===== src/rtl/ddr3_init_pkg.sv =====
package ddr3_init_pkg;

  typedef enum logic [3:0] {
    ST_IDLE, ST_POWER, ST_CKE_LO, ST_CKE_HI,
    ST_LMR2, ST_LMR3, ST_LMR1, ST_LMR0,
    ST_ZQCAL, ST_HANDOVER, ST_DONE
  } step_e;

  typedef enum logic [1:0] { CMD_NONE, CMD_MRS, CMD_ZQ } cmd_e;

  typedef struct packed {
    logic cs_n;
    logic ras_n;
    logic cas_n;
    logic we_n;
  } strobe_t;

  // mode-register payloads and ZQ long calibration address
  localparam logic [15:0] MR2_VAL = 16'h0200;
  localparam logic [15:0] MR3_VAL = 16'h0000;
  localparam logic [15:0] MR1_VAL = 16'h0006;
  localparam logic [15:0] MR0_VAL = 16'h0320;
  localparam logic [15:0] ZQL_VAL = 16'h0400;

  function automatic strobe_t cmd_strobes(cmd_e c);
    case (c)
      CMD_MRS: return '{cs_n: 1'b0, ras_n: 1'b0, cas_n: 1'b0, we_n: 1'b0};
      CMD_ZQ:  return '{cs_n: 1'b0, ras_n: 1'b1, cas_n: 1'b1, we_n: 1'b0};
      default: return '{cs_n: 1'b1, ras_n: 1'b1, cas_n: 1'b1, we_n: 1'b1};
    endcase
  endfunction

  function automatic int unsigned max_of(int unsigned a, int unsigned b);
    return (a > b) ? a : b;
  endfunction

endpackage


===== src/rtl/init_step_rom.sv =====
module init_step_rom
  import ddr3_init_pkg::*;
#(
  parameter int unsigned ADDR_W = 14,
  parameter int unsigned BANK_W = 3
) (
  input  step_e              step,
  output cmd_e               cmd,
  output logic [BANK_W-1:0]  bank,
  output logic [ADDR_W-1:0]  addr,
  output logic               cke,
  output logic               odt,
  output logic               rst_n,
  output logic               sel,
  output logic               done
);
  always_comb begin
    cmd  = CMD_NONE;
    bank = '0;
    addr = '0;
    case (step)
      ST_LMR2:  begin cmd = CMD_MRS; bank = BANK_W'(2); addr = ADDR_W'(MR2_VAL); end
      ST_LMR3:  begin cmd = CMD_MRS; bank = BANK_W'(3); addr = ADDR_W'(MR3_VAL); end
      ST_LMR1:  begin cmd = CMD_MRS; bank = BANK_W'(1); addr = ADDR_W'(MR1_VAL); end
      ST_LMR0:  begin cmd = CMD_MRS; bank = BANK_W'(0); addr = ADDR_W'(MR0_VAL); end
      ST_ZQCAL: begin cmd = CMD_ZQ;  bank = BANK_W'(0); addr = ADDR_W'(ZQL_VAL); end
      default:  ;
    endcase
  end

  always_comb begin
    rst_n = (step != ST_IDLE);
    odt   = (step != ST_IDLE);
    cke   = (step != ST_IDLE) && (step != ST_CKE_LO);
    sel   = (step == ST_HANDOVER) || (step == ST_DONE);
    done  = (step == ST_DONE);
  end
endmodule


===== src/rtl/init_wait_timer.sv =====
module init_wait_timer #(
  parameter int unsigned CNT_W = 8
) (
  input  logic             clk,
  input  logic             rst,
  input  logic             restart,
  input  logic             hold,
  input  logic [CNT_W-1:0] len,
  output logic             first,
  output logic             last
);
  logic [CNT_W-1:0] cnt_q;

  always_ff @(posedge clk) begin
    if (rst || restart) cnt_q <= '0;
    else if (!hold)     cnt_q <= cnt_q + CNT_W'(1);
  end

  assign first = (cnt_q == '0);
  assign last  = (cnt_q == len - CNT_W'(1));
endmodule


===== src/rtl/ddr3_init_seq.sv =====
module ddr3_init_seq
  import ddr3_init_pkg::*;
#(
  parameter int unsigned ADDR_W   = 14,
  parameter int unsigned BANK_W   = 3,
  parameter int unsigned T_POWER  = 16,
  parameter int unsigned T_CKE_LO = 16,
  parameter int unsigned T_CKE_HI = 16,
  parameter int unsigned T_MRD    = 4,
  parameter int unsigned T_MR0    = 200,
  parameter int unsigned T_ZQ     = 200,
  parameter int unsigned T_SETTLE = 2000
) (
  input  logic              clk,
  input  logic              rst,
  input  logic              start,
  output logic              dfi_cke,
  output logic              dfi_odt,
  output logic              dfi_reset_n,
  output logic              dfi_cs_n,
  output logic              dfi_ras_n,
  output logic              dfi_cas_n,
  output logic              dfi_we_n,
  output logic [BANK_W-1:0] dfi_bank,
  output logic [ADDR_W-1:0] dfi_address,
  output logic              ctrl_sel,
  output logic              init_done
);
  localparam int unsigned MAX_LEN = max_of(max_of(max_of(T_POWER, T_CKE_LO),
                                                  max_of(T_CKE_HI, T_MRD)),
                                           max_of(max_of(T_MR0, T_ZQ), T_SETTLE));
  localparam int unsigned CNT_W = $clog2(MAX_LEN + 1);

  // length of each timed step in cycles
  function automatic logic [CNT_W-1:0] step_len(step_e s);
    case (s)
      ST_POWER:    return CNT_W'(T_POWER);
      ST_CKE_LO:   return CNT_W'(T_CKE_LO);
      ST_CKE_HI:   return CNT_W'(T_CKE_HI);
      ST_LMR2, ST_LMR3, ST_LMR1:
                   return CNT_W'(T_MRD);
      ST_LMR0:     return CNT_W'(T_MR0);
      ST_ZQCAL:    return CNT_W'(T_ZQ);
      ST_HANDOVER: return CNT_W'(T_SETTLE);
      default:     return CNT_W'(1);
    endcase
  endfunction

  step_e step_q, step_d;
  logic  seq_active, step_change, wait_first, wait_last, cmd_fire;

  cmd_e              rom_cmd;
  logic [BANK_W-1:0] rom_bank;
  logic [ADDR_W-1:0] rom_addr;
  logic              rom_cke, rom_odt, rom_rst_n, rom_sel, rom_done;
  strobe_t           strobes;

  assign seq_active = (step_q != ST_IDLE) && (step_q != ST_DONE);

  always_comb begin
    step_d = step_q;
    if (step_q == ST_IDLE && start)   step_d = ST_POWER;
    else if (seq_active && wait_last) step_d = step_e'(step_q + 4'd1);
  end

  assign step_change = (step_d != step_q);

  always_ff @(posedge clk) begin
    if (rst) step_q <= ST_IDLE;
    else     step_q <= step_d;
  end

  init_wait_timer #(.CNT_W(CNT_W)) u_timer (
    .clk     (clk),
    .rst     (rst),
    .restart (step_change),
    .hold    (!seq_active),
    .len     (step_len(step_q)),
    .first   (wait_first),
    .last    (wait_last)
  );

  init_step_rom #(.ADDR_W(ADDR_W), .BANK_W(BANK_W)) u_rom (
    .step  (step_q),
    .cmd   (rom_cmd),
    .bank  (rom_bank),
    .addr  (rom_addr),
    .cke   (rom_cke),
    .odt   (rom_odt),
    .rst_n (rom_rst_n),
    .sel   (rom_sel),
    .done  (rom_done)
  );

  assign cmd_fire = seq_active && wait_first && (rom_cmd != CMD_NONE);
  assign strobes  = cmd_strobes(cmd_fire ? rom_cmd : CMD_NONE);

  assign dfi_cs_n    = strobes.cs_n;
  assign dfi_ras_n   = strobes.ras_n;
  assign dfi_cas_n   = strobes.cas_n;
  assign dfi_we_n    = strobes.we_n;
  assign dfi_bank    = cmd_fire ? rom_bank : '0;
  assign dfi_address = cmd_fire ? rom_addr : '0;
  assign dfi_cke     = rom_cke;
  assign dfi_odt     = rom_odt;
  assign dfi_reset_n = rom_rst_n;
  assign ctrl_sel    = rom_sel;
  assign init_done   = rom_done;
endmodule


===== config.mk =====
export PLATFORM = sky130hd
export DESIGN_NAME = ddr3_init_seq
export DESIGN_NICKNAME = d
export VERILOG_FILES = /design/src/rtl/ddr3_init_pkg.sv /design/src/rtl/init_step_rom.sv /design/src/rtl/init_wait_timer.sv /design/src/rtl/ddr3_init_seq.sv
export SDC_FILE = /design/constraint.sdc
export NUM_CORES = 1
export LEC_CHECK = 0
export ABC_CLOCK_PERIOD_IN_PS = 6100
export BUFFER_PORTS_ARGS = -buffer_cell sky130_fd_sc_hd__buf_2
export CAP_MARGIN = 15
export CELL_PAD_IN_SITES_DETAIL_PLACEMENT = 1
export CELL_PAD_IN_SITES_GLOBAL_PLACEMENT = 1
export CORE_UTILIZATION = 35
export DETAILED_ROUTE_END_ITERATION = 7
export PLACE_DENSITY_LB_ADDON = 0.15
export SETUP_SLACK_MARGIN = 0.05
export SLEW_MARGIN = 20
export SYNTH_ARGS = -nofsm -noshare
export SYNTH_HDL_FRONTEND = slang
export SYNTH_SLANG_ARGS = --single-unit

===== constraint.sdc =====
create_clock -name clk -period 6.1 [get_ports clk]
set_clock_uncertainty 0.15 [all_clocks]
set_input_delay 1.22 -clock clk [delete_from_list [all_inputs] [get_ports clk]]
set_output_delay 1.22 -clock clk [all_outputs]
set_load 0.02 [all_outputs]

==> results of run 1 <==
-- state kept, by name (all words and copies together) (netlist names) --
register       cells
u_timer.cnt_q     11
u_timer.len        6
step_q             4
-- cell families (layout without fill, tap and decap cells) --
group / count (synthesis) / count (layout) / synth area share
simple gates: 90 / 90 / 0.285
buf+inv: 36 / 37 / 0.119
compound gates: 35 / 35 / 0.167
flops: 21 / 21 / 0.252
xor+xnor: 16 / 16 / 0.0840
fa+ha+maj: 8 / 8 / 0.0600
mux: 5 / 5 / 0.0308
other cells: 1 / 9 / 0.00225
-- worst reg2reg max path: stages (launching register included) --
cell and delay [ns]:
dfxtp_1 0.48, inv_1 0.17, ha_1 0.32, mux2i_1 0.19
or2_1 0.28, and3_1 0.26, nand4_1 0.30, or4_4 0.53
o2111a_1 0.17, o31a_1 0.24
-- through the flow --
| stage | setup WS, ns | cell area, um^2 | hold slack (ns) | cells |
|---|---|---|---|---|
| after floorplan | 2.29 | 1700 | 0.390 | 220 |
| after global placement | 2.53 | 1710 | 0.438 | 269 |
| after detailed placement | 2.34 | 1710 | 0.458 | 269 |
| after CTS | 2.04 | 1760 | 0.481 | 273 |
| after global routing | 1.78 | 1760 | 0.520 | 273 |
| final | 2.08 | 1760 | 0.477 | 273 |
-- power by group through the flow --
stage	registers (mW)	logic [mW]	clock network [mW]
2_1_floorplan	0.148	0.0724	0
3_3_place_gp	0.150	0.0816	0
3_5_place_dp	0.150	0.0841	0
4_1_cts	0.147	0.0848	0.0985
5_1_grt	0.148	0.0931	0.105
6_report	0.147	0.0844	0.0949
-- cell type report --
type | instances | area, um^2
flip-flops and latches | 21 | 420
repair buffers | 19 | 95.1
multi-input cells | 163 | 1080
clock inverters | 1 | 5.00
well taps | 52 | 65.1
fillers | 577 | 2720
inverters | 14 | 52.6
clock buffers | 3 | 41.3
-- metal layers --
metal,vias up,wire length (um)
met3,2,186
met2,33,2110
met5,-,0
li1,732,-
met1,732,1970
met4,0,23
-- worst max-delay path by stage --
stage	from	to	slack, ns	cells past startpoint
CTS	step_q[0]	dfi_cs_n	2.04	8
global route	step_q[0]	dfi_cs_n	1.78	8
global placement	step_q[0]	dfi_cs_n	2.53	8
detailed placement	step_q[0]	dfi_cs_n	2.34	8
finish	step_q[0]	dfi_cs_n	2.08	8
floorplan	step_q[0]	dfi_we_n	2.29	11
-- cell usage in the layout (no fill, tap or decap), drive strengths merged, types with 4 or more instances in the layout --
| cell | instances |
|---|---|
| a21oi | 7 |
| buf | 19 |
| conb | 9 |
| dfxtp | 21 |
| ha | 8 |
| inv | 14 |
| mux2i | 4 |
| nand2 | 16 |
| nand3 | 4 |
| nand4 | 8 |
| nor2 | 30 |
| nor3 | 4 |
| nor4 | 5 |
| o21a | 6 |
| o21ai | 4 |
| xnor2 | 7 |
| xor2 | 9 |
==> run metrics, run 1 <==
vias in the first global route approximately 1500; Skew-Pair Late Insertion Delay 0.26 ns; hold_buf cts 0; Root Driver clkbuf_8; Int Pwr 0.215 mW; Max Root-Sink Buffers 2; clock slew at reported path FFs 0.08 ns; switching share of power 0.343; Crit path buffers/inverters 2; number of flops mapped to enable cells by yosys 0; clock share of power 0.291; CTS tree built; area of the die 5050 um^2; Final Hold Fails 0; Total Wirelength 4290 um; critical path's top delay family simple AND/OR/NAND/NOR gates; Crit Path Max Fanout 8; first-pass GRT wire length 7180 um; core box area ~4500 um^2; GR Overflow Total 0; layout cell share with drive strength beyond 1 0.140; Hold WC Path Type flip-flop to flip-flop; post-CTS setup buffer count 0; number of CTS-inserted buffers 3; Die Y 71.0 um; r2r setup slk 2.91 ns; sequential area share after synthesis 0.252; Most common cell on crit path ha_1; met2 GRT Util 0.315; DRC Markers 0; Distinct cells, synth 50; worst path cell trace inv_1 -> ha_1 -> mux2i_1 -> or2_1 -> nand4_1 -> nor2_1 -> ha_1 -> buf_2; period utilisation layout 0.659; met3 Use GR 0.0356; Final Util 0.393; Synth area leaders dfxtp_1, buf_4, nor2_1; Setup Crit Path Kind flip-flop to primary output; VDD IR-drop max 80.5 uV; post-synthesis register bit count 21; slew of the pin with the lowest slew margin around 0.55 ns; Comb power frac 0.259; depth of the worst hold-timing path 3; outcome finished, final reports clean; routed vias/inst approximately 5.5; count leader, synth nor2_1; fin nets 233; DP HPWL 3510 um; syn avg cell area 7.87 um^2; Hold Startpoint u_timer.cnt_q[1]; Primary FF master, synth dfxtp_1; Syn Inst Count 212; Slew Viols, Final 0; Slowest cell on crit path dfxtp_1; Max stage delay on crit path 0.48 ns; busiest metal layer after global routing met2; largest net degree at the start of global routing 13; worst r2r dst u_timer.len[0]; CTS sink count 21; critical path arrival 2.65 ns; H-tree levels 1; Syn. warnings 0; DR pass1 iterations 6; Worst slew margin 0.629; RR Startpoint step_q[0]; antenna violations before repair 0; initial core utilization 0.373; Fin Setup TNS 0 ns; Final ANT Viol Nets 0; IO Count 29; final setup violation count 0; area leader, netlist dfxtp_1; FFs w/ async S/R, synth 0; top cell type's share of synthesized area 0.252; Max-Cap Viols 0; R2R depth 9; IO Port Bufs 19; row count 24; Layout area overhead 5.48%; CP Launch Type flip-flop; met1 usage 0.227; Die W between 70 and 80 um; sequential share of power 0.450; average wire per standard cell between 15 and 20 um; synthesized cell area 1670 um^2; min Tclk post-route 4.02 ns; Initial DRC Count 41; synth cell count leaders nor2_1, dfxtp_1, nand2_1; Gates resized, CTS repair 0; GP Congestion 0.847; diode count 0; pwr/cell area 186 nW/um^2; RSZ-0062 raised after global routing no; overall power 0.326 mW; WHS Endpoint u_timer.cnt_q[3]; P_leak 0.727 nW; Via Count ~1500; Worst Setup End Kind primary output; fmax 249 MHz; NetSw 0.112 mW; Worst EP required 4.73 ns; GRT Total Usage 0.178
Power figures use the tool's default switching activity.
==> run 2, diff against run 1 <==
ABC_CLOCK_PERIOD_IN_PS = 3400   (was 6100)
clock period = 3.4 ns   (was 6.1 ns; I/O delays follow)
==> run metrics, run 2 (synthesis results as in run 1) <==
outcome finished, final reports clean; Final ANT Viol Nets 0 (unchanged); DP HPWL 3590 um (+2.4%); Max Root-Sink Buffers 2 (unchanged); largest net degree at the start of global routing 13 (unchanged); DR pass1 iterations 6 (unchanged); P_leak 0.741 nW (+1.9%); CTS tree built; GRT Total Usage 0.193 (+0.0141); Final Hold Fails 0 (unchanged); max reg flops 11 (unchanged); largest register by flop count u_timer.cnt_q; Hold WC Path Type flip-flop to flip-flop; average wire per standard cell 16.5 um (+4.7%); GP Congestion 0.863 (+1.9%); CTS sink count 21 (unchanged); Via Count 1508 (+0.60%); placed standard-cell area 1730 um^2 (+0.88%); Setup Crit Path Kind flip-flop to primary output; initial core utilization 0.373 (unchanged); core box area 4470 um^2 (unchanged); Multi-input gate area 1090 um^2 (+1.0%); Total Wirelength 4530 um (+5.5%); number of CTS-inserted buffers 3 (unchanged); DP Worst Slack 0.289 ns (-2.05 ns); GR Overflow Total 0 (unchanged); Fin Setup TNS 0 ns (unchanged); fin nets 235 (+0.86%); RSZ-0062 raised after global routing no; period utilisation layout 0.924; post-route cell area 1790 um^2 (+1.6%); clock slew at reported path FFs 0.09 ns (about the same); Worst Setup End Kind primary output; diode count 0 (unchanged); fillers 575 (-0.35%); IO Count 29 (unchanged); pwr/cell area 335 nW/um^2 (+81%); Worst EP required 2.57 ns (-2.16 ns); fmax approximately 320 MHz; final setup violation count 0 (unchanged); H-tree levels 1 (unchanged); antenna violations before repair 0 (unchanged); post-CTS setup buffer count 0 (unchanged); Die W 71.0 um (unchanged); CP Launch Type flip-flop; slack of the critical path 0.258 ns (-1.82 ns); Root Driver clkbuf_8; hold_buf cts 0 (unchanged); VDD IR-drop max 158 uV (+97%); min Tclk post-route 3.14 ns; Sequential Area 422 um^2 (+0.30%); DRC Markers 0 (unchanged); commonest non-fill, non-tap cell in the layout nor2_1; Die Y 71.0 um (unchanged); Crit Path Max Fanout 8 (unchanged); layout cell share with drive strength beyond 1 0.170 (+0.0301); critical path arrival 2.31 ns (-0.34 ns); Initial DRC Count 34 (-17%); Layout area overhead 7.13%; Skew-Pair Late Insertion Delay 0.27 ns (about the same); Max-Cap Viols 0 (unchanged); area of the die 5050 um^2 (unchanged); row count 24 (unchanged); Slew Viols, Final 0 (unchanged); routed vias/inst 5.48 (-0.13%); vias in the first global route 1494 (-0.067%); IO Port Bufs 19 (unchanged); Worst slew margin 0.659 (+0.0296); first-pass GRT wire length 7730 um (+7.6%); most frequent cells in the layout nor2_1, dfxtp_1, buf_2; slew of the pin with the lowest slew margin 0.510 ns (-0.0443 ns)
[run 2: changes by cell type in the layout (fill, tap and decap cells not counted), sizes merged]
cell and delta:
buf +2
[run 2: worst paths after layout]
| path | from | endpoint | slack, ns | depth (start not counted) |
|---|---|---|---|---|
| hold / removal | u_timer.cnt_q[0] | u_timer.cnt_q[0] | 0.48 | 2 |
| setup reg to reg | u_timer.len[0] | u_timer.len[4] | 0.44 | 7 |
| hold reg to reg | u_timer.cnt_q[0] | u_timer.cnt_q[0] | 0.48 | 2 |
| setup / recovery | step_q[0] | dfi_we_n | 0.26 | 10 |
[run 2: what timing repair did]
action | in CTS | in global routing
cloned | 0 | 0
pin swaps | 0 | 0
gates resized for setup | 2 | 3
endpoints found under the setup margin | 3 | 4
[run 2: metrics by stage]
stage / utilization / hold WS (ns) / std cells / total power, mW
global route: 0.399 / 0.517 / 275 / 0.632
global placement: 0.386 / 0.443 / 271 / 0.418
CTS: 0.398 / 0.488 / 275 / 0.604
detailed placement: 0.386 / 0.466 / 271 / 0.423
finish: 0.399 / 0.478 / 275 / 0.598
floorplan: - / 0.390 / 220 / 0.396
[run 2: power breakdown]
part           internal (mW)  switching (mW)
clock network         0.0820          0.0932
logic                 0.0561           0.106
registers              0.253         0.00883
total                  0.391           0.208
[run 2: layer usage]
layer	part of all wire	wire length (um)	vias to the layer above	track usage
met1	0.46	2090	727	0.245
met4	0.0088	40	0	0.0267
met5	0	0	-	0
li1	-	-	737	-
met2	0.50	2240	37	0.349
met3	0.035	159	7	0.0313
[run 2: final cells by class]
cell class	instances	area share
multi-input cells	163	0.611
flip-flops and latches	21	0.236
well taps	52	0.0364
clock inverters	1	0.00280
repair buffers	21	0.0616
inverters	14	0.0294
clock buffers	3	0.0231
[run 2: worst max-delay path: stages (launching register included)]
cell     delay (ns)
dfxtp_1        0.34
inv_1          0.11
ha_1           0.29
mux2i_2        0.19
or2_4          0.20
nand4_1        0.16
inv_1          0.09
and3_1         0.18
inv_1          0.05
ha_1           0.28
buf_2          0.16
